[config.mk]
export PLATFORM = sky130hd
export DESIGN_NAME = cursor_overlay
export DESIGN_NICKNAME = d
export VERILOG_FILES = /design/src/rtl/cursor_pkg.sv /design/src/rtl/cursor_row_fetch.sv /design/src/rtl/cursor_pix_pipe.sv /design/src/rtl/cursor_overlay.sv
export SDC_FILE = /design/constraint.sdc
export NUM_CORES = 1
export LEC_CHECK = 0
export CAP_MARGIN = 20
export CORE_MARGIN = 2
export CORE_UTILIZATION = 60
export CTS_CLUSTER_SIZE = 10
export DETAILED_ROUTE_END_ITERATION = 16
export DONT_BUFFER_PORTS = 1
export PLACE_DENSITY = 0.78
export RECOVER_POWER = 25
export SLEW_MARGIN = 20
export SYNTH_ARGS = -nofsm -noshare
export SYNTH_HDL_FRONTEND = slang
export SYNTH_SLANG_ARGS = --single-unit
[constraint.sdc]
create_clock -name clk -period 9.71 [get_ports clk]
set_input_delay 2.913 -clock clk [delete_from_list [all_inputs] [get_ports clk]]
set_output_delay 2.913 -clock clk [all_outputs]
set_load 0.02 [all_outputs]
[src/rtl/cursor_pkg.sv]
package cursor_pkg;
    localparam int CUR_SIZE    = 64;
    localparam int PLANE_BYTES = CUR_SIZE / 8;
    localparam int ROW_BYTES   = 2 * PLANE_BYTES;
    localparam int ROW_W       = $clog2(CUR_SIZE);
    localparam int BYTE_W      = $clog2(ROW_BYTES);
    localparam int ADDR_W      = ROW_W + BYTE_W;
    localparam int PIX_W       = 32;
    localparam int CLR_W       = 24;

    typedef enum logic [1:0] {
        MIX_COLOR0,
        MIX_COLOR1,
        MIX_PASS,
        MIX_INVERT
    } cur_mix_e;

    typedef struct packed {
        logic             valid;
        logic             hit;
        logic             and_b;
        logic             xor_b;
        logic [PIX_W-1:0] pix;
    } cur_stage_t;

    function automatic cur_mix_e mix_decode(input logic and_b, input logic xor_b);
        if (and_b) return xor_b ? MIX_INVERT : MIX_PASS;
        return xor_b ? MIX_COLOR1 : MIX_COLOR0;
    endfunction

    function automatic logic [PIX_W-1:0] apply_mix(input cur_mix_e m,
                                                   input logic [PIX_W-1:0] pix,
                                                   input logic [CLR_W-1:0] c0,
                                                   input logic [CLR_W-1:0] c1);
        case (m)
            MIX_INVERT: return ~pix;
            MIX_PASS:   return pix;
            MIX_COLOR1: return {c1, 8'hFF};
            default:    return {c0, 8'hFF};
        endcase
    endfunction
endpackage

[src/rtl/cursor_row_fetch.sv]
module cursor_row_fetch
    import cursor_pkg::*;
#(
    parameter int XW = 12
) (
    input  logic              clk,
    input  logic              rst,
    input  logic              cur_en,
    input  logic [XW-1:0]     ypos,
    input  logic [XW-1:0]     v_end,
    input  logic              line_start,
    input  logic [XW-1:0]     line_y,
    output logic              bm_rd,
    output logic [ADDR_W-1:0] bm_addr,
    input  logic [7:0]        bm_data,
    output logic              line_hit,
    output logic [CUR_SIZE-1:0] and_pl,
    output logic [CUR_SIZE-1:0] xor_pl
);
    logic [XW:0]       dy;
    logic              row_hit;
    logic              busy;
    logic [BYTE_W-1:0] cnt;
    logic [ROW_W-1:0]  row_q;
    logic              rd_q;
    logic [BYTE_W-1:0] idx_q;

    assign dy      = {1'b0, line_y} - {1'b0, ypos};
    assign row_hit = cur_en && !dy[XW] && (dy[XW-1:0] < XW'(CUR_SIZE)) && (line_y <= v_end);

    assign bm_rd   = busy;
    assign bm_addr = {row_q, cnt};

    always_ff @(posedge clk) begin
        if (rst) begin
            busy     <= 1'b0;
            cnt      <= '0;
            row_q    <= '0;
            rd_q     <= 1'b0;
            idx_q    <= '0;
            line_hit <= 1'b0;
            and_pl   <= '0;
            xor_pl   <= '0;
        end else begin
            if (line_start) begin
                line_hit <= row_hit;
                busy     <= row_hit;
                cnt      <= '0;
                row_q    <= dy[ROW_W-1:0];
            end else if (busy) begin
                cnt <= cnt + 1'b1;
                if (cnt == BYTE_W'(ROW_BYTES - 1)) busy <= 1'b0;
            end
            rd_q  <= bm_rd;
            idx_q <= cnt;
            if (rd_q) begin
                for (int j = 0; j < 8; j++) begin
                    if (idx_q[BYTE_W-1])
                        xor_pl[{idx_q[BYTE_W-2:0], 3'(j)}] <= bm_data[7-j];
                    else
                        and_pl[{idx_q[BYTE_W-2:0], 3'(j)}] <= bm_data[7-j];
                end
            end
        end
    end

    AST_NO_FETCH_ON_MISS: assert property (@(posedge clk) disable iff (rst)
        line_start && !row_hit |=> !bm_rd);
    AST_ADDR_STEP: assert property (@(posedge clk) disable iff (rst)
        bm_rd && $past(bm_rd) && !$past(line_start) |-> bm_addr == $past(bm_addr) + 1'b1);
endmodule

[src/rtl/cursor_pix_pipe.sv]
module cursor_pix_pipe
    import cursor_pkg::*;
#(
    parameter int XW = 12
) (
    input  logic                clk,
    input  logic                rst,
    input  logic                pix_valid,
    input  logic [XW-1:0]       pix_x,
    input  logic [PIX_W-1:0]    pix_in,
    input  logic [XW-1:0]       xpos,
    input  logic [XW:0]         act_w,
    input  logic                line_hit,
    input  logic [CUR_SIZE-1:0] and_pl,
    input  logic [CUR_SIZE-1:0] xor_pl,
    input  logic [CLR_W-1:0]    c0,
    input  logic [CLR_W-1:0]    c1,
    output logic                out_valid,
    output logic [PIX_W-1:0]    pix_out
);
    logic [XW:0]      dx;
    logic             col_hit;
    logic [ROW_W-1:0] col;
    cur_stage_t       s1;

    assign dx      = {1'b0, pix_x} - {1'b0, xpos};
    assign col     = dx[ROW_W-1:0];
    assign col_hit = line_hit && !dx[XW] && (dx[XW-1:0] < XW'(CUR_SIZE))
                     && ({1'b0, pix_x} < act_w);

    always_ff @(posedge clk) begin
        if (rst) begin
            s1        <= '0;
            out_valid <= 1'b0;
            pix_out   <= '0;
        end else begin
            s1.valid  <= pix_valid;
            s1.hit    <= col_hit;
            s1.and_b  <= and_pl[col];
            s1.xor_b  <= xor_pl[col];
            s1.pix    <= pix_in;
            out_valid <= s1.valid;
            pix_out   <= s1.hit ? apply_mix(mix_decode(s1.and_b, s1.xor_b), s1.pix, c0, c1)
                                : s1.pix;
        end
    end

    AST_VALID_DELAY: assert property (@(posedge clk) disable iff (rst)
        out_valid |-> $past(pix_valid, 2));
    AST_CLIP_PASS: assert property (@(posedge clk) disable iff (rst)
        out_valid && $past(pix_valid && ({1'b0, pix_x} >= act_w), 2) |-> pix_out == $past(pix_in, 2));
endmodule

[src/rtl/cursor_overlay.sv]
module cursor_overlay
    import cursor_pkg::*;
#(
    parameter int XW   = 12,
    parameter int HD_W = 8
) (
    input  logic              clk,
    input  logic              rst,
    input  logic              cur_en,
    input  logic              cur_lock,
    input  logic [XW-1:0]     cur_x_in,
    input  logic [XW-1:0]     cur_y_in,
    input  logic [CLR_W-1:0]  cur_c0_in,
    input  logic [CLR_W-1:0]  cur_c1_in,
    input  logic [HD_W-1:0]   h_disp,
    input  logic [XW-1:0]     v_end,
    input  logic              line_start,
    input  logic [XW-1:0]     line_y,
    output logic              bm_rd,
    output logic [ADDR_W-1:0] bm_addr,
    input  logic [7:0]        bm_data,
    input  logic              pix_valid,
    input  logic [XW-1:0]     pix_x,
    input  logic [PIX_W-1:0]  pix_in,
    output logic              out_valid,
    output logic [PIX_W-1:0]  pix_out
);
    logic [XW-1:0]       x_sh, y_sh;
    logic [CLR_W-1:0]    c0_sh, c1_sh;
    logic [XW:0]         act_w;
    logic                line_hit;
    logic [CUR_SIZE-1:0] and_pl, xor_pl;

    assign act_w = ((XW+1)'(h_disp) + (XW+1)'(1)) << 3;

    always_ff @(posedge clk) begin
        if (rst) begin
            x_sh  <= '0;
            y_sh  <= '0;
            c0_sh <= '0;
            c1_sh <= '0;
        end else if (!cur_lock) begin
            x_sh  <= cur_x_in;
            y_sh  <= cur_y_in;
            c0_sh <= cur_c0_in;
            c1_sh <= cur_c1_in;
        end
    end

    cursor_row_fetch #(.XW(XW)) u_fetch (
        .clk(clk), .rst(rst), .cur_en(cur_en), .ypos(y_sh), .v_end(v_end),
        .line_start(line_start), .line_y(line_y), .bm_rd(bm_rd), .bm_addr(bm_addr),
        .bm_data(bm_data), .line_hit(line_hit), .and_pl(and_pl), .xor_pl(xor_pl)
    );

    cursor_pix_pipe #(.XW(XW)) u_pix (
        .clk(clk), .rst(rst), .pix_valid(pix_valid), .pix_x(pix_x), .pix_in(pix_in),
        .xpos(x_sh), .act_w(act_w), .line_hit(line_hit), .and_pl(and_pl),
        .xor_pl(xor_pl), .c0(c0_sh), .c1(c1_sh), .out_valid(out_valid), .pix_out(pix_out)
    );

    AST_LOCK_HOLD: assert property (@(posedge clk) disable iff (rst)
        $past(cur_lock) |-> $stable(x_sh) && $stable(y_sh) && $stable(c0_sh) && $stable(c1_sh));
    AST_RESET_QUIET: assert property (@(posedge clk)
        $past(rst) |-> !out_valid && !bm_rd);
endmodule

Yosys cells after proc, flatten, opt, wreduce, memory -nomap -nowiden
Cells that the tools add are included.

Register bits after elaboration: 286. Bits in latches: 0. Memory bits (writable): 0. Memory bits (read-only): 0. Input port bits: 162. Memories: 0.

Add/sub/neg operators: 4. Multipliers: 0. Divide/modulo/power cells: 0. $lt $le $gt $ge: 21. Eq/ne operators: 4. Shifts and indexed selects: 0. Multiplexer cells: 92. Bitwise gates (word level): 1. Reductions and logical operators: 17.

Operator list (number): $mux W64 (44); $bwmux W64 (16); $pmux W32 S3 (1); $lt A6 B7 Y1 const B (9); $ge A6 B1 Y1 const B (8); $mux W32 (1); $not A32 Y32 (1); $sub A12 B12 Y13 (2); $demux W1 S3 (8); $lt A12 B7 Y1 const B (2); $mux W1 (17); $logic_and A1 B1 Y1 (14); $bmux W1 S6 (2); $le A12 B12 Y1 (1); $lt A12 B12 Y1 (1); $add A8 B1 Y9 const B (1); $mux W2 (3); $add A4 B1 Y4 const B (1); $eq A2 B2 Y1 const B (2); $eq A4 B4 Y1 const B (1); $eq A2 B1 Y1 const B (1); $logic_not A1 Y1 (2); $reduce_or A2 Y1 (1).

Depth between registers and ports, before layout
Gate-level depths: netlist of the first run.

Depth after elaboration: 34. Depth in mapped cells: 11. Mapped depth without buffers: 11.

Cells and area by module
A second synthesis of the first run with hierarchy kept.

Cell total of the unflattened synthesis: 1389. Area, all modules: 13695.6 sq um.

By module, submodules not included: cursor_row_fetch (instances 1, cells each 634, area each 6183.4 sq um, sequential area each 2902.8 sq um); cursor_pix_pipe (instances 1, cells each 504, area each 4812.1 sq um, sequential area each 1381.3 sq um); cursor_overlay (instances 1, cells each 251, area each 2700.1 sq um, sequential area each 1441.4 sq um).

Worst setup path after synthesis of the first run
Ideal clock, no wire load.

Path type: input-to-reg. Start: in pix_x[0]. End: reg u_pix.s1[32] in the netlist's numbering. Data arrival time: 5.149 ns. Setup slack: 4.427 ns. Cell stages on the path: 9. Cells stage by stage: inv_1 > ha_1 > fa_1 > xnor2_2 > buf_6 > mux4_1 > mux2_2 > a22oi_1 > a311oi_1.

Longest elaborated chain between the ends: 3.

Ends and longest elaborated chain: from (decl) (line cursor_overlay.sv:23) `input logic [XW-1:0] pix_x,`; $sub A12 B12 Y13 (line cursor_pix_pipe.sv:26) `assign dx = {1'b0, pix_x} - {1'b0, xpos};`; $bmux W1 S6 (line cursor_pix_pipe.sv:40) `s1.xor_b <= xor_pl[col];`; $mux W1 (implied by the code) (line cursor_pix_pipe.sv:40); to (decl) (line cursor_pix_pipe.sv:24) `cur_stage_t s1;`.

No other way between the ends. The select of a mux whose other input is x is not followed. A chain may end at the register's enable or synchronous reset.

Final worst setup path of the first run
Start: in pix_x[0]. End: reg u_pix.s1[33] in the netlist's numbering.

Longest elaborated chain between the ends: 3.

Ends and longest elaborated chain: $sub A12 B12 Y13 (line cursor_pix_pipe.sv:26); $bmux W1 S6 (line cursor_pix_pipe.sv:39) `s1.and_b <= and_pl[col];`; $mux W1 (implied by the code) (line cursor_pix_pipe.sv:39).

No other way between the ends. The select of a mux whose other input is x is not followed.

==> results.md, run 1 <==
- The run finished with clean final reports.
- The synthesized design contains 0 enable-type register cells.
- At the worst endpoint, the required time is between 10 and 15 ns.
- For this design the static power due to leakage is 5.78 nW.
- Total power for the finished layout comes to ~2.6 mW.
- The final core utilization is 0.659.
- After synthesis the cells add up to 0.0133 sq mm.
- Tracing the worst setup path back leads to its startpoint at pix_x[0].
- The max-cap violation count is 0.
- The number of instances in the synthesized netlist is 1349.
- The post-synthesis cell type with the largest combined area is sky130_fd_sc_hd__dfxtp_1.
- The worst setup path is captured at a register.
- The hold path startpoint is u_pix.s1[35].
- The routed length per instance is 19.1 um.
- The overall die height is about 150 um.
- For this run, the detailed router's first-pass iteration total came to 5.
- The most instantiated flip-flop cell in the synthesis netlist is sky130_fd_sc_hd__dfxtp_1.
- STA classifies the critical path startpoint as a primary input.
- The core area is 0.0218 sq mm.
- The critical path contains buffers and inverters numbering 2 combined.
- Setup repair after global routing left no endpoint under its margin.
- Across all hold checks on the routed design, the worst slack comes to 0.435 ns.
- The clock transition at the registers of the reported paths is 0.06 ns.
- For this run, the number of standard cells in the final layout without fillers is 1594.
- Entering global routing, the biggest net connects 263 pins.
- The finished cells cover between 0.01 and 0.015 sq mm.
- The number of antenna violations at the first check in global routing is 0.
- CTS built an H-tree with a depth of 2.
- The synthesis warning total is 0.
- The synthesized area per cell is roughly 9.8 sq um.
- The top cell family by delay on the critical path is multiplexers.
- Of the synthesized area, sequential elements account for 0.431.
- Clock tree synthesis selected as its root buffer the cell sky130_fd_sc_hd__clkbuf_16.
- In the global route stage, overall resource usage came out at 0.253.
- Gates resized during post-CTS repair numbered 0.
- The worst hold path belongs to the class reg -> reg.
- The critical path is of the in -> reg type.
- After clock tree synthesis, the flow added hold-fix buffers numbering 0.
- After the first detailed-routing iteration, the DRC count stood at 681.
- The shortest clock period the worst path allows after layout is between 5 and 6 ns.
- The number of pins with negative max-slew slack in the final report came to 0.
- The effective utilization at floorplan is 0.610.
- Yosys attributes the largest share of cell area to sky130_fd_sc_hd__dfxtp_1 (43%), sky130_fd_sc_hd__mux2i_1 (18%), sky130_fd_sc_hd__nor2_1 (6.9%), sky130_fd_sc_hd__mux4_2 (4.7%), sky130_fd_sc_hd__ha_1 (4.3%).
- The setup TNS after final layout is 0 ns.
- The number of buffers created by CTS is 35.
- The delay contributed by the slowest stage of the critical path is 0.62 ns.
- Input and output buffers added on the ports amount to 0.
- After detailed routing, the number of remaining DRC violations is 0.
- Using the TritonRoute via totals, the vias-per-cell ratio works out to 6.11.
- The critical path goes through inv_1 > ha_2 > fa_1 > xnor2_4 > buf_16 > mux4_1 > mux2_2 > a22oi_1 > a311oi_1.
- The clock passes through at most 3 buffers.
- TritonCTS built the clock tree.
- The final weighted congestion in routability-driven placement is between 0.8 and 0.9.
- The number of unique standard cell types used by synthesis is just under 60.
- At the placement stage, the worst setup path has a slack of 3.61 ns.
- The synthesized design contains 286 register bits.
- The critical path's slowest cell is sky130_fd_sc_hd__xnor2_4.
- The maximum operating frequency is 189 MHz.
- Dividing total power by cell area gives a power density of 183 mW/mm^2.
- The via count of the first global-routing pass is ~9.5k.
- The overall via count from detail_route is 9739.
- For this block, the routed nets add up to 30500 um of wire.
- The clock tree skew after final layout is about 0.018 ns.
- The placed instance count is ~1.6k.
- The area growth from synthesis to layout is 7.93%.
- Once placement finished, the instance area stood at roughly 0.013 sq mm.
- The clock latency on the worst-skew pair is 0.51 ns.
- The final count of negative-setup-slack endpoints is 0.
- The worst register-to-register path begins at x_sh[0].
- The net count after synthesis is about 1.6k.
- The floorplan step set the die width to approximately 150 um.
- The data arrival time of the worst path is approximately 5.7 ns.
- Post-CTS timing repair inserted 0 buffers for setup.
- Across the VDD grid, the largest voltage drop is 104 uV.
- The fraction of the cycle the final worst path needs is 0.544.
- At the pin with the least slew margin, the transition time is 0.884 ns.
- The final hold violation count was 0.
- The antenna violation net count after detailed routing is 0.
- The number of antenna diodes in the final layout is 0.
- In the final layout, the share of cells above drive strength 1 is 0.0700.
- The share of synthesized registers carrying an async set or reset is 0.
- The first-pass GRT wire length is 48400 um.
- The die covers ~0.023 sq mm.
- The total half-perimeter wirelength after legalization and detailed placement is 19900 um.
- The clock sink count is around 290.
- The total congestion overflow after global routing is 0.
- The maximum net fanout on the critical path is 13.
- Once routing completed, OpenROAD measured the worst setup slack at 4.42 ns.
- The share of synthesized area in the top cell type comes to 0.431.
- The floorplan has 54 rows.
- At the end of the flow, the number of nets in the layout was roughly 1.5k.
- In this run the tightest slew margin relative to its limit is 0.409.
- The number of primary I/O pins is 206.
cells in the mapped netlist (3+ instances only):
master and number:
sky130_fd_sc_hd__a2111oi_0 5, sky130_fd_sc_hd__a211oi_1 13, sky130_fd_sc_hd__a21o_1 4, sky130_fd_sc_hd__a21oi_1 19
sky130_fd_sc_hd__a221oi_1 24, sky130_fd_sc_hd__a22oi_1 4, sky130_fd_sc_hd__and2_1 3, sky130_fd_sc_hd__and3_1 3
sky130_fd_sc_hd__buf_1 12, sky130_fd_sc_hd__buf_2 5, sky130_fd_sc_hd__clkbuf_1 65, sky130_fd_sc_hd__dfxtp_1 286
sky130_fd_sc_hd__ha_1 46, sky130_fd_sc_hd__inv_1 44, sky130_fd_sc_hd__mux2_2 9, sky130_fd_sc_hd__mux2i_1 239
sky130_fd_sc_hd__mux4_1 6, sky130_fd_sc_hd__mux4_2 28, sky130_fd_sc_hd__nand2_1 51, sky130_fd_sc_hd__nand2b_1 7
sky130_fd_sc_hd__nand3_1 15, sky130_fd_sc_hd__nand3b_1 5, sky130_fd_sc_hd__nand4_1 6, sky130_fd_sc_hd__nor2_1 245
sky130_fd_sc_hd__nor2b_1 49, sky130_fd_sc_hd__nor3_1 13, sky130_fd_sc_hd__nor3b_1 3, sky130_fd_sc_hd__o2111ai_1 5
sky130_fd_sc_hd__o211ai_1 5, sky130_fd_sc_hd__o21a_1 8, sky130_fd_sc_hd__o21ai_0 63, sky130_fd_sc_hd__o21ai_1 4
sky130_fd_sc_hd__o31ai_1 5, sky130_fd_sc_hd__or3_1 3, sky130_fd_sc_hd__xnor2_1 7, sky130_fd_sc_hd__xor2_1 7
path summary, 6_finish.rpt:
path	to	slack (ns)	cells after the start
setup reg to reg	u_pix.s1[33]	6.54	8
hold / removal	u_pix.out_valid	0.44	1
setup / recovery	u_pix.s1[33]	4.42	9
hold reg to reg	u_pix.out_valid	0.44	1
per-layer routing:
layer  vias to the layer above  wire, um  track usage
met1                      4665     12400        0.318
li1                       4661         -            -
met3                        68      2370       0.0580
met4                         0       945       0.0939
met5                         -         0            0
met2                       345     14700        0.425
power breakdown:
| part | internal [mW] | switching [mW] | leakage [nW] |
|---|---|---|---|
| combinational | 0.119 | 0.142 | 2.96 |
| sequential | 1.21 | 0.0321 | 2.33 |
| clock | 0.666 | 0.456 | 0.478 |
layout by cell type (no fill, tap or decap), types with 3 or more instances in the layout:
| cell type | instances |
|---|---|
| sky130_fd_sc_hd__nand2_1 | 51 |
| sky130_fd_sc_hd__a221oi_1 | 24 |
| sky130_fd_sc_hd__o21a_1 | 8 |
| sky130_fd_sc_hd__a21oi_1 | 19 |
| sky130_fd_sc_hd__ha_1 | 45 |
| sky130_fd_sc_hd__o211ai_1 | 5 |
| sky130_fd_sc_hd__buf_4 | 6 |
| sky130_fd_sc_hd__nand4_1 | 6 |
| sky130_fd_sc_hd__mux2_2 | 9 |
| sky130_fd_sc_hd__nand3b_1 | 5 |
| sky130_fd_sc_hd__o2111ai_1 | 5 |
| sky130_fd_sc_hd__mux2i_1 | 239 |
| sky130_fd_sc_hd__xor2_1 | 7 |
| sky130_fd_sc_hd__nand2b_1 | 7 |
| sky130_fd_sc_hd__clkinv_2 | 4 |
| sky130_fd_sc_hd__a22oi_1 | 4 |
| sky130_fd_sc_hd__nor3_1 | 13 |
| sky130_fd_sc_hd__nor2b_1 | 49 |
| sky130_fd_sc_hd__dfxtp_1 | 285 |
| sky130_fd_sc_hd__o31ai_1 | 5 |
| sky130_fd_sc_hd__and2_1 | 3 |
| sky130_fd_sc_hd__nor2_1 | 245 |
| sky130_fd_sc_hd__a21o_1 | 4 |
| sky130_fd_sc_hd__a2111oi_0 | 5 |
| sky130_fd_sc_hd__xnor2_1 | 7 |
| sky130_fd_sc_hd__nor3b_1 | 3 |
| sky130_fd_sc_hd__mux4_2 | 28 |
| sky130_fd_sc_hd__mux4_1 | 6 |
| sky130_fd_sc_hd__o21ai_1 | 4 |
| sky130_fd_sc_hd__and3_1 | 3 |
| sky130_fd_sc_hd__a211oi_1 | 13 |
| sky130_fd_sc_hd__o21ai_0 | 63 |
| sky130_fd_sc_hd__inv_1 | 44 |
| sky130_fd_sc_hd__or3_1 | 3 |
| sky130_fd_sc_hd__nand3_1 | 15 |
| sky130_fd_sc_hd__clkbuf_16 | 36 |
logic make-up (layout without fill, tap and decap cells):
family,Yosys count,count (layout),synth area share
AO/OA/AOI/OAI,174,174,0.0869
XOR/XNOR,16,16,0.0117
adder cells (fa/ha/maj),48,48,0.0464
buffers and inverters,129,94,0.0383
flip-flops,286,286,0.431
multiplexers,282,282,0.247
AND/OR/NAND/NOR,414,414,0.138
area by class of cell:
type                       count  area [sq um]
sequential                   286          5730
clock inverter                 6          45.0
fill                        1691          7420
timing repair buffer           7          72.6
inverter                      44           165
clock buffer                  37           915
multi-input combinational    934          7060
tap                          280           350
registers in the layout, summed over array words and instances, names as in the netlist:
register	flops
u_fetch.and_pl	64
u_fetch.xor_pl	64
u_pix.s1	36
u_pix.pix_out	32
c0_sh	24
c1_sh	24
x_sh	12
y_sh	12
u_fetch.row_q	6
u_fetch.cnt	4
u_fetch.idx_q	4
u_fetch.bm_rd	1
u_fetch.line_hit	1
u_fetch.rd_q	1
u_pix.out_valid	1
worst reg2reg max path, cell delays in order (launching register included):
cell and delay [ns]:
sky130_fd_sc_hd__dfxtp_1 0.32, sky130_fd_sc_hd__ha_2 0.22, sky130_fd_sc_hd__fa_1 0.48, sky130_fd_sc_hd__xnor2_4 0.62, sky130_fd_sc_hd__buf_16 0.23, sky130_fd_sc_hd__mux4_1 0.55
sky130_fd_sc_hd__mux2_2 0.30, sky130_fd_sc_hd__a22oi_1 0.20, sky130_fd_sc_hd__a311oi_1 0.11
(Power assumes the default switching activity.)
==> run 2: changes to the inputs <==
--- a/config.mk
+++ b/config.mk
@@ -5,6 +5,7 @@
 export SDC_FILE = /design/constraint.sdc
 export NUM_CORES = 1
 export LEC_CHECK = 0
+export ABC_AREA = 1
 export CAP_MARGIN = 20
 export CORE_MARGIN = 2
 export CORE_UTILIZATION = 60
==> constraint.sdc (replaced) <==
create_clock -name clk -period 5.17 [get_ports clk]
set_input_delay 1.551 -clock clk [delete_from_list [all_inputs] [get_ports clk]]
set_output_delay 1.551 -clock clk [all_outputs]
set_load 0.02 [all_outputs]
==> results.md, run 2 <==
- The switching part of the total is 0.273 (+0.0334).
- The relative area change from synthesis to final layout is 7.05%.
- The checks that failed: max-capacitance violations, max-slew violations.
- The final-stage net count was 2081 (+37%).
- The H-tree level count is 2 (unchanged).
- The max-cap violation count is 1 (+1).
- The internal reg-to-reg setup slack was 2.10 ns (-4.44 ns).
- The number of antenna violations at the first check in global routing is 1 (+1).
- The final weighted congestion in routability-driven placement came to 0.881 (+1.8%).
- The area used by multi-input combinational logic is 0.00632 sq mm (-10%).
- The internal cell power came to 3.82 mW (+91%).
- The overall via count from detail_route is 12.2k (+25%).
- The routed design could run at a clock period as short as 3.34 ns.
- The largest registers in the layout are u_fetch.and_pl x64, u_fetch.xor_pl x64, u_pix.s1 x36.
- The library cell appearing most often on the critical path is sky130_fd_sc_hd__nand3_1.
- The number of setup buffers added after CTS is 0 (unchanged).
- The endpoint required time on the critical path is 5.61 ns (-4.46 ns).
- The die area was 0.0237 sq mm (+1.4%).
- The number of primary I/O pins is 206 (unchanged).
- The TritonCTS clock tree is built.
- The core area is 0.0220 sq mm (+0.93%).
- The wire length after detailed routing is 33700 um (+11%).
- The placed instance count came to 2114 (+36%).
- The share of synthesized registers carrying an async set or reset is 0 (unchanged).
- The signal on the critical path passes through inv_1 > ha_2 > fa_1 > buf_4 > inv_2 > nor2_1 > o21ai_0 > nand3_1 > nand3_1 > nand3_1 > nand3_1 > a21oi_1.
- The antenna violation net count after detailed routing came to 0 (unchanged).
- The deepest clock path buffer count came to 3 (unchanged).
- The source of the worst register-to-register timing path is u_pix.s1[34].
- The worst ir drop on vdd is 281 uV (+170%).
- The largest net degree at the start of global routing is 121 (-54%).
- The number of stages on the worst hold path is 2 (+1).
- The number of inserted filler cells in the final layout is 1939 (+15%).
- The final count of negative-setup-slack endpoints is 0 (unchanged).
- Static timing analysis puts the maximum clock frequency at 299 MHz.
- The clock transition at the registers of the reported paths is 0.05 ns (about the same).
- The number of unique standard cell types used by synthesis came to 36 (-38%).
- The most common cell after layout, fill and taps aside is sky130_fd_sc_hd__nor2_1.
- The number of remaining DRC errors is 0 (unchanged).
- The mapped cell area is 0.0135 sq mm (+1.5%).
- The routed length per instance came to 15.6 um (-18%).
- The flop and latch count out of synthesis came to 286 (unchanged).
- The vias per cell is 5.65 (-7.5%).
- The fraction of the cycle the final worst path needs is 0.647.
- The clock sink count is 286 (unchanged).
- The net switching power came to 1.43 mW (+130%).
- The power per cell area is 364 mW/mm^2 (+99%).
- The class of the most critical setup path is in -> reg.
- The number of gates resized after CTS is 0 (unchanged).
- The run finished, with violations left.
- The endpoint type of the worst setup path is a register.
- The most frequently used cell type in the post-synthesis netlist is sky130_fd_sc_hd__nor2_1.
- The data arrival time of the worst path is 3.79 ns (-1.86 ns).
- The path with the worst hold slack has its endpoint at u_pix.out_valid.
- The cell area after layout is 0.0144 sq mm (+0.63%).
- The number of iterations in the first detailed-routing pass is 7 (+2).
- The number of instances in the synthesized netlist was 1930 (+43%).
- The final hold violation count is 0 (unchanged).
- The pin slew with the least headroom to its limit is 2.09 ns (+1.20 ns).
- The net count after synthesis is 2140 (+37%).
- The post-synthesis cell type with the largest combined area is sky130_fd_sc_hd__dfxtp_1.
- The initial DRC count is 971 (+43%).
- The combinational fraction of design power is 0.148 (+0.048).
- The number of buffers created by CTS is 35 (unchanged).
- The tightest slew margin relative to the limit is -0.391 (-0.800).
- The total congestion overflow after global routing is 0 (unchanged).
- The fraction of final layout cells with drive strength greater than 1 is 0.0453 (-0.0248).
- The delay contributed by the slowest stage of the critical path is 0.47 ns (-0.15 ns).
- The worst hold path begins at u_pix.s1[35].
- The cell area after placement is 0.0135 sq mm (+0.83%).
- The overall die height is 154 um (+0.71%).
- The via count of the first global-routing pass is 11.6k (+22%).
- The root buffer cell is sky130_fd_sc_hd__clkbuf_16.
- The clock group share of total power is 0.407 (-0.020).
- The most instantiated flip-flop cell in the synthesis netlist is sky130_fd_sc_hd__dfxtp_1.
- The combined flip-flop and latch cell area came to 0.00573 sq mm (about the same).
- Ranked by total cell area, the synthesized netlist is headed by sky130_fd_sc_hd__dfxtp_1 (42%), sky130_fd_sc_hd__nor2_1 (9.9%), sky130_fd_sc_hd__inv_1 (6.5%), sky130_fd_sc_hd__nand2_1 (6.5%), sky130_fd_sc_hd__o21ai_0 (6.0%).
- The effective utilization at floorplan came to 0.614 (+0.00320).
- The number of core rows was 54 (unchanged).
- The clock latency on the worst-skew pair is 0.51 ns (about the same).
- The slowest stage of the critical path is the sky130_fd_sc_hd__fa_1 cell.
- Setup repair after global routing left no endpoint under its margin.
- The count of hold buffers inserted by post-cts repair was 0 (unchanged).
- The sequential share of power is 0.445 (-0.028).
- The number of enable-type register cells in the synthesized netlist is 0 (unchanged).
- The area share of the largest cell type after synthesis is 0.425 (-0.00621).
- The aggregate global-route resource usage came to 0.284 (+0.0312).
- The count of non-filler cells in the finished layout is 2159 (+35%).
- The fraction of the yosys area taken by sequential cells is 0.425 (-0.00621).
- The synthesized area per cell was 6.98 sq um (-29%).
- The total half-perimeter wirelength after legalization and detailed placement came to 22200 um (+12%).
- The port buffer count is 0 (unchanged).
- The commonest cells after synthesis are sky130_fd_sc_hd__nor2_1 (355), sky130_fd_sc_hd__dfxtp_1 (286), sky130_fd_sc_hd__inv_1 (235).
- The clock tree skew after final layout is 0.00865 ns (-0.00938 ns).
- The die span in x is 154 um (+0.71%).
- The first-pass GRT wire length is 55800 um (+15%).
- The maximum net fanout on the critical path is 43 (+30).
- The synthesis warning total was 0 (unchanged).
- The number of pins with negative max-slew slack in the final report came to 51 (+51).
- The leakage power total is 6.26 nW (+8.5%).
- STA classifies the critical path startpoint as a primary input.
- In the layout the commonest cells are sky130_fd_sc_hd__nor2_1 (355), sky130_fd_sc_hd__dfxtp_1 (286), sky130_fd_sc_hd__inv_1 (235).
- The path category of the worst min-delay check is reg -> reg.
- The path depth of the worst reg2reg path is 4 (-4).
- The worst register-to-register path ends at u_pix.pix_out[4].
- The setup TNS after final layout is 0 ns (unchanged).
-- run 2: cell count changes in the layout (fill, tap and decap cells not counted), sizes merged, moves of 13 or more --
cell	previous run	this run
mux4	34	0
nor2	245	358
inv	45	268
o21ai	67	251
a21oi	19	140
nand3	15	121
mux2i	239	0
a211oi	13	0
a31oi	0	26
nand2	51	232
nor2b	49	0
-- run 2: how the worst max path moves through the flow --
stage | from | to | slack [ns] | cells after the start
3_5_place_dp | pix_x[0] | u_pix.s1[32] | 1.37 | 12
4_1_cts | pix_x[0] | u_pix.s1[32] | 1.89 | 12
2_1_floorplan | pix_x[0] | u_pix.s1[32] | 1.89 | 12
3_3_place_gp | pix_x[0] | u_pix.s1[32] | 1.43 | 12
6_report | pix_x[0] | u_pix.s1[32] | 1.83 | 12
5_1_grt | pix_x[0] | u_pix.s1[32] | 1.64 | 12
-- run 2: cell families (layout without fill, tap and decap cells) --
kind of cell	after synthesis	in the layout	synth area share
simple gates	741	741	0.223
fa+ha+maj	48	48	0.0457
xor+xnor	19	19	0.0135
compound gates	466	466	0.187
buf+inv	370	318	0.106
flops	286	286	0.425
other cells	0	1	0
-- run 2: critical path: cells and delay by family --
family,cells,cell delay (ns)
and+or+nand+nor,5,0.57
AOI/OAI and AO/OA,2,0.24
adders and majority gates,2,0.65
buffers and inverters,3,0.74
-- run 2: cell type report --
type	count	area share
clock inverters	3	0.00234
diodes	1	0.000173
repair buffers	7	0.00321
well taps	280	0.0243
inverters	267	0.0696
flip-flops and latches	286	0.397
clock buffers	41	0.0651
multi-input cells	1274	0.438
-- run 2: routing by layer --
| metal | up-vias | GRT usage | share of wire |
|---|---|---|---|
| li1 | 6126 | - | - |
| met1 | 5541 | 0.379 | 0.44 |
| met2 | 454 | 0.462 | 0.46 |
| met3 | 76 | 0.0527 | 0.074 |
| met4 | 0 | 0.104 | 0.028 |
| met5 | - | 0 | 0 |
-- run 2: power groups by stage --
stage	clock network [mW]	logic (mW)	registers [mW]
after floorplan	0	0.631	2.37
after global placement	0	0.744	2.38
after detailed placement	0	0.764	2.38
after CTS	2.17	0.769	2.34
after global routing	2.27	0.885	2.34
final	2.14	0.775	2.34
-- run 2: per-stage QoR --
stage | hold slack, ns | utilization | power (mW) | worst slack [ns]
2_1_floorplan | 0.388 | - | 3.00 | 1.89
3_3_place_gp | 0.391 | 0.613 | 3.12 | 1.43
3_5_place_dp | 0.403 | 0.613 | 3.15 | 1.37
4_1_cts | 0.399 | 0.657 | 5.28 | 1.89
5_1_grt | 0.452 | 0.657 | 5.49 | 1.64
6_report | 0.399 | 0.657 | 5.25 | 1.83
==> run 3: changes to the inputs <==
==> constraint.sdc (replaced) <==
create_clock -name clk -period 3.1 [get_ports clk]
set_input_delay 0.93 -clock clk [delete_from_list [all_inputs] [get_ports clk]]
set_output_delay 0.93 -clock clk [all_outputs]
set_load 0.02 [all_outputs]
==> results.md, run 3 (same netlist as run 2, synthesis figures left out) <==
- The clock sink count is 286 (unchanged).
- In the layout the commonest cells are sky130_fd_sc_hd__nor2_1 (356), sky130_fd_sc_hd__dfxtp_1 (286), sky130_fd_sc_hd__inv_1 (242).
- The number of inserted filler cells in the final layout was 1890 (-2.5%).
- The run finished, with violations left.
- The clock period could shrink to 2.39 ns.
- The pin slew with the least headroom to its limit was 1.63 ns (-0.459 ns).
- The vias per cell is 5.62 (-0.51%).
- The H-tree level count is 2 (unchanged).
- The fraction of final layout cells with drive strength greater than 1 is 0.0420 (-0.00322).
- The overall via count from detail_route is 12.1k (-0.51%).
- The critical path's slowest cell is sky130_fd_sc_hd__fa_1.
- The wire length after detailed routing is 33500 um (-0.86%).
- The path category of the worst min-delay check is reg -> reg.
- The number of primary I/O pins is 206 (unchanged).
- In this design, the largest share of critical-path delay is due to adder cells.
- The endpoint required time on the critical path was 3.50 ns (-2.11 ns).
- The port buffer count is 0 (unchanged).
- In this run the most critical hold path is launched from u_pix.s1[35].
- The overall die height is 154 um (unchanged).
- The final hold violation count was 0 (unchanged).
- The post-placement worst setup slack is 0.233 ns (-1.13 ns).
- The path with the worst hold slack has its endpoint at u_pix.out_valid.
- Dividing the final minimum period by the clock period gives 0.772.
- The number of pins with negative max-slew slack in the final report is 51 (unchanged).
- The critical path goes through inv_1 > ha_2 > fa_1 > o21ai_1 > xor2_1 > nand3_1 > nand3_1 > a21oi_1.
- The checks that failed: max-capacitance violations, max-slew violations.
- The combined flip-flop and latch cell area is 0.00573 sq mm (unchanged).
- The max-cap violation count came to 1 (unchanged).
- The count of hold buffers inserted by post-cts repair was 0 (unchanged).
- The largest registers in the layout are u_fetch.and_pl x64, u_fetch.xor_pl x64, u_pix.s1 x36.
- The number of core rows is 54 (unchanged).
- Leaving out fill and tap cells, the most frequent cell in the layout is sky130_fd_sc_hd__nor2_1.
- The clock tree skew after final layout is 0.0171 ns (+0.00844 ns).
- The maximum net fanout on the critical path is 4 (-91%).
- The total half-perimeter wirelength after legalization and detailed placement is 22000 um (-1.1%).
- The die area is 0.0237 sq mm (unchanged).
- The tightest slew margin relative to the limit is -0.0862 (+0.305).
- The clock transition at the registers of the reported paths was 0.05 ns (about the same).
- The number of antenna violations at the first check in global routing came to 0 (-1).
- The relative area change from synthesis to final layout is 7.01% (about the same).
- In this run the clock root is driven by a sky130_fd_sc_hd__clkbuf_16.
- The worst setup path is launched from a primary input.
- The initial DRC count was 807 (-17%).
- The worst ir drop on vdd is 417 uV (+49%).
- The final count of negative-setup-slack endpoints was 0 (unchanged).
- The worst path setup slack after routing was 0.707 ns (-1.12 ns).
- The data arrival time of the worst path is 2.79 ns (-1.00 ns).
- The number of setup buffers added after CTS is 0 (unchanged).
- The aggregate global-route resource usage is 0.280 (-0.00394).
- The number of stages on the worst hold path is 2 (unchanged).
- The leakage power total is 6.27 nW (+0.14%).
- The largest net degree at the start of global routing came to 144 (+19%).
- The total stage count of the critical path came to 8 (-4).
- The source of the worst register-to-register timing path is x_sh[0].
- The power per cell area is 600 mW/mm^2 (+65%).
- The final antenna diode count is 0 (-1).
- The number of remaining DRC errors was 0 (unchanged).
- The setup TNS after final layout is 0 ns (unchanged).
- The endpoint type of the worst setup path is a register.
- The antenna violation net count after detailed routing is 0 (unchanged).
- The routed length per instance is 15.5 um (-0.86%).
- The first-pass GRT wire length is 55300 um (-0.89%).
- In this run the critical register-to-register path is captured at u_pix.s1[32].
- The internal reg-to-reg setup slack is 0.86 ns (-1.24 ns).
- The area used by multi-input combinational logic came to 0.00632 sq mm (about the same).
- The total congestion overflow after global routing came to 0 (unchanged).
- The die span in x is 154 um (unchanged).
- The core area is 0.0220 sq mm (unchanged).
- The number of iterations in the first detailed-routing pass was 5 (-2).
- TritonCTS built the clock tree.
- Among the stages of the critical path, the cell type that occurs most often is sky130_fd_sc_hd__nand3_1.
- By startpoint and endpoint, the worst setup path is classified as in -> reg.
- The buffering stage count on the worst path with inverters included is 1 (-2).
- The clock latency on the worst-skew pair is 0.51 ns (about the same).
- The delay contributed by the slowest stage of the critical path came to 0.50 ns (+0.03 ns).
- For this run, the top clock speed supported by timing is around 420 MHz.
- Setup repair after global routing left no endpoint under its margin.
- The path depth of the worst reg2reg path is 7 (+3).
- The final weighted congestion in routability-driven placement was 0.899 (+2.0%).
- The number of gates resized after CTS was 0 (unchanged).
- The deepest clock path buffer count came to 3 (unchanged).
- The effective utilization at floorplan is 0.614 (unchanged).
- The final-stage net count is 2085 (+0.19%).
- The via count of the first global-routing pass was 11.5k (-0.68%).
- The number of buffers created by CTS is 34 (-2.9%).
-- run 3: changes by cell type in the layout (fill, tap and decap cells not counted), moves of 2 or more --
cell,before,now
sky130_fd_sc_hd__inv_2,31,23
sky130_fd_sc_hd__clkbuf_1,4,2
sky130_fd_sc_hd__o21ai_1,70,76
sky130_fd_sc_hd__o21ai_0,181,175
sky130_fd_sc_hd__clkbuf_16,36,34
sky130_fd_sc_hd__buf_12,0,2
sky130_fd_sc_hd__inv_1,235,242
sky130_fd_sc_hd__buf_4,5,9
-- run 3: layout make-up --
class / count / area share
repair buffers: 12 / 0.00781
clock buffers: 37 / 0.0605
clock inverters: 3 / 0.00234
inverters: 267 / 0.0697
flip-flops and latches: 286 / 0.397
well taps: 280 / 0.0243
multi-input cells: 1274 / 0.438
-- run 3: worst reg2reg max path, cell delays in order (launching register included) --
cell,delay (ns)
sky130_fd_sc_hd__dfxtp_1,0.31
sky130_fd_sc_hd__ha_2,0.18
sky130_fd_sc_hd__fa_1,0.50
sky130_fd_sc_hd__o21ai_1,0.38
sky130_fd_sc_hd__xor2_1,0.43
sky130_fd_sc_hd__nand3_1,0.17
sky130_fd_sc_hd__nand3_1,0.11
sky130_fd_sc_hd__a21oi_1,0.06
-- run 3: through the flow --
step                 util  area [sq um]  power (mW)  instances  hold WS (ns)
CTS                 0.657         14400        8.68       2159         0.411
finish              0.657         14400        8.65       2159         0.407
floorplan               -         13500        5.01       1930         0.388
global placement    0.616         13500        5.25       2119         0.389
detailed placement  0.616         13500        5.28       2119         0.400
global route        0.657         14400        9.03       2159         0.433
-- run 3: worst max-delay path by stage --
stage              from            to  slack, ns
2_1_floorplan  pix_x[0]  u_pix.s1[32]       0.44
3_3_place_gp   pix_x[0]  u_pix.s1[33]       0.33
3_5_place_dp   pix_x[0]  u_pix.s1[32]       0.23
4_1_cts        pix_x[0]  u_pix.s1[32]       0.77
5_1_grt        pix_x[0]  u_pix.s1[33]       0.57
6_report       pix_x[0]  u_pix.s1[32]       0.71
-- run 3: power breakdown --
group | internal, mW | leakage, nW | switching (mW) | total, mW
clock | 1.98 | 0.444 | 1.44 | 3.42
sequential | 3.80 | 2.34 | 0.0961 | 3.90
combinational | 0.459 | 3.49 | 0.873 | 1.33
total | 6.24 | 6.27 | 2.41 | 8.65
-- run 3: routing by layer --
layer  GRT usage  vias to the layer above  part of all wire
met2       0.463                      419              0.46
met4      0.0752                        0             0.021
li1            -                     6120                 -
met5           0                        -                 0
met1       0.377                     5533              0.44
met3      0.0538                       63             0.073
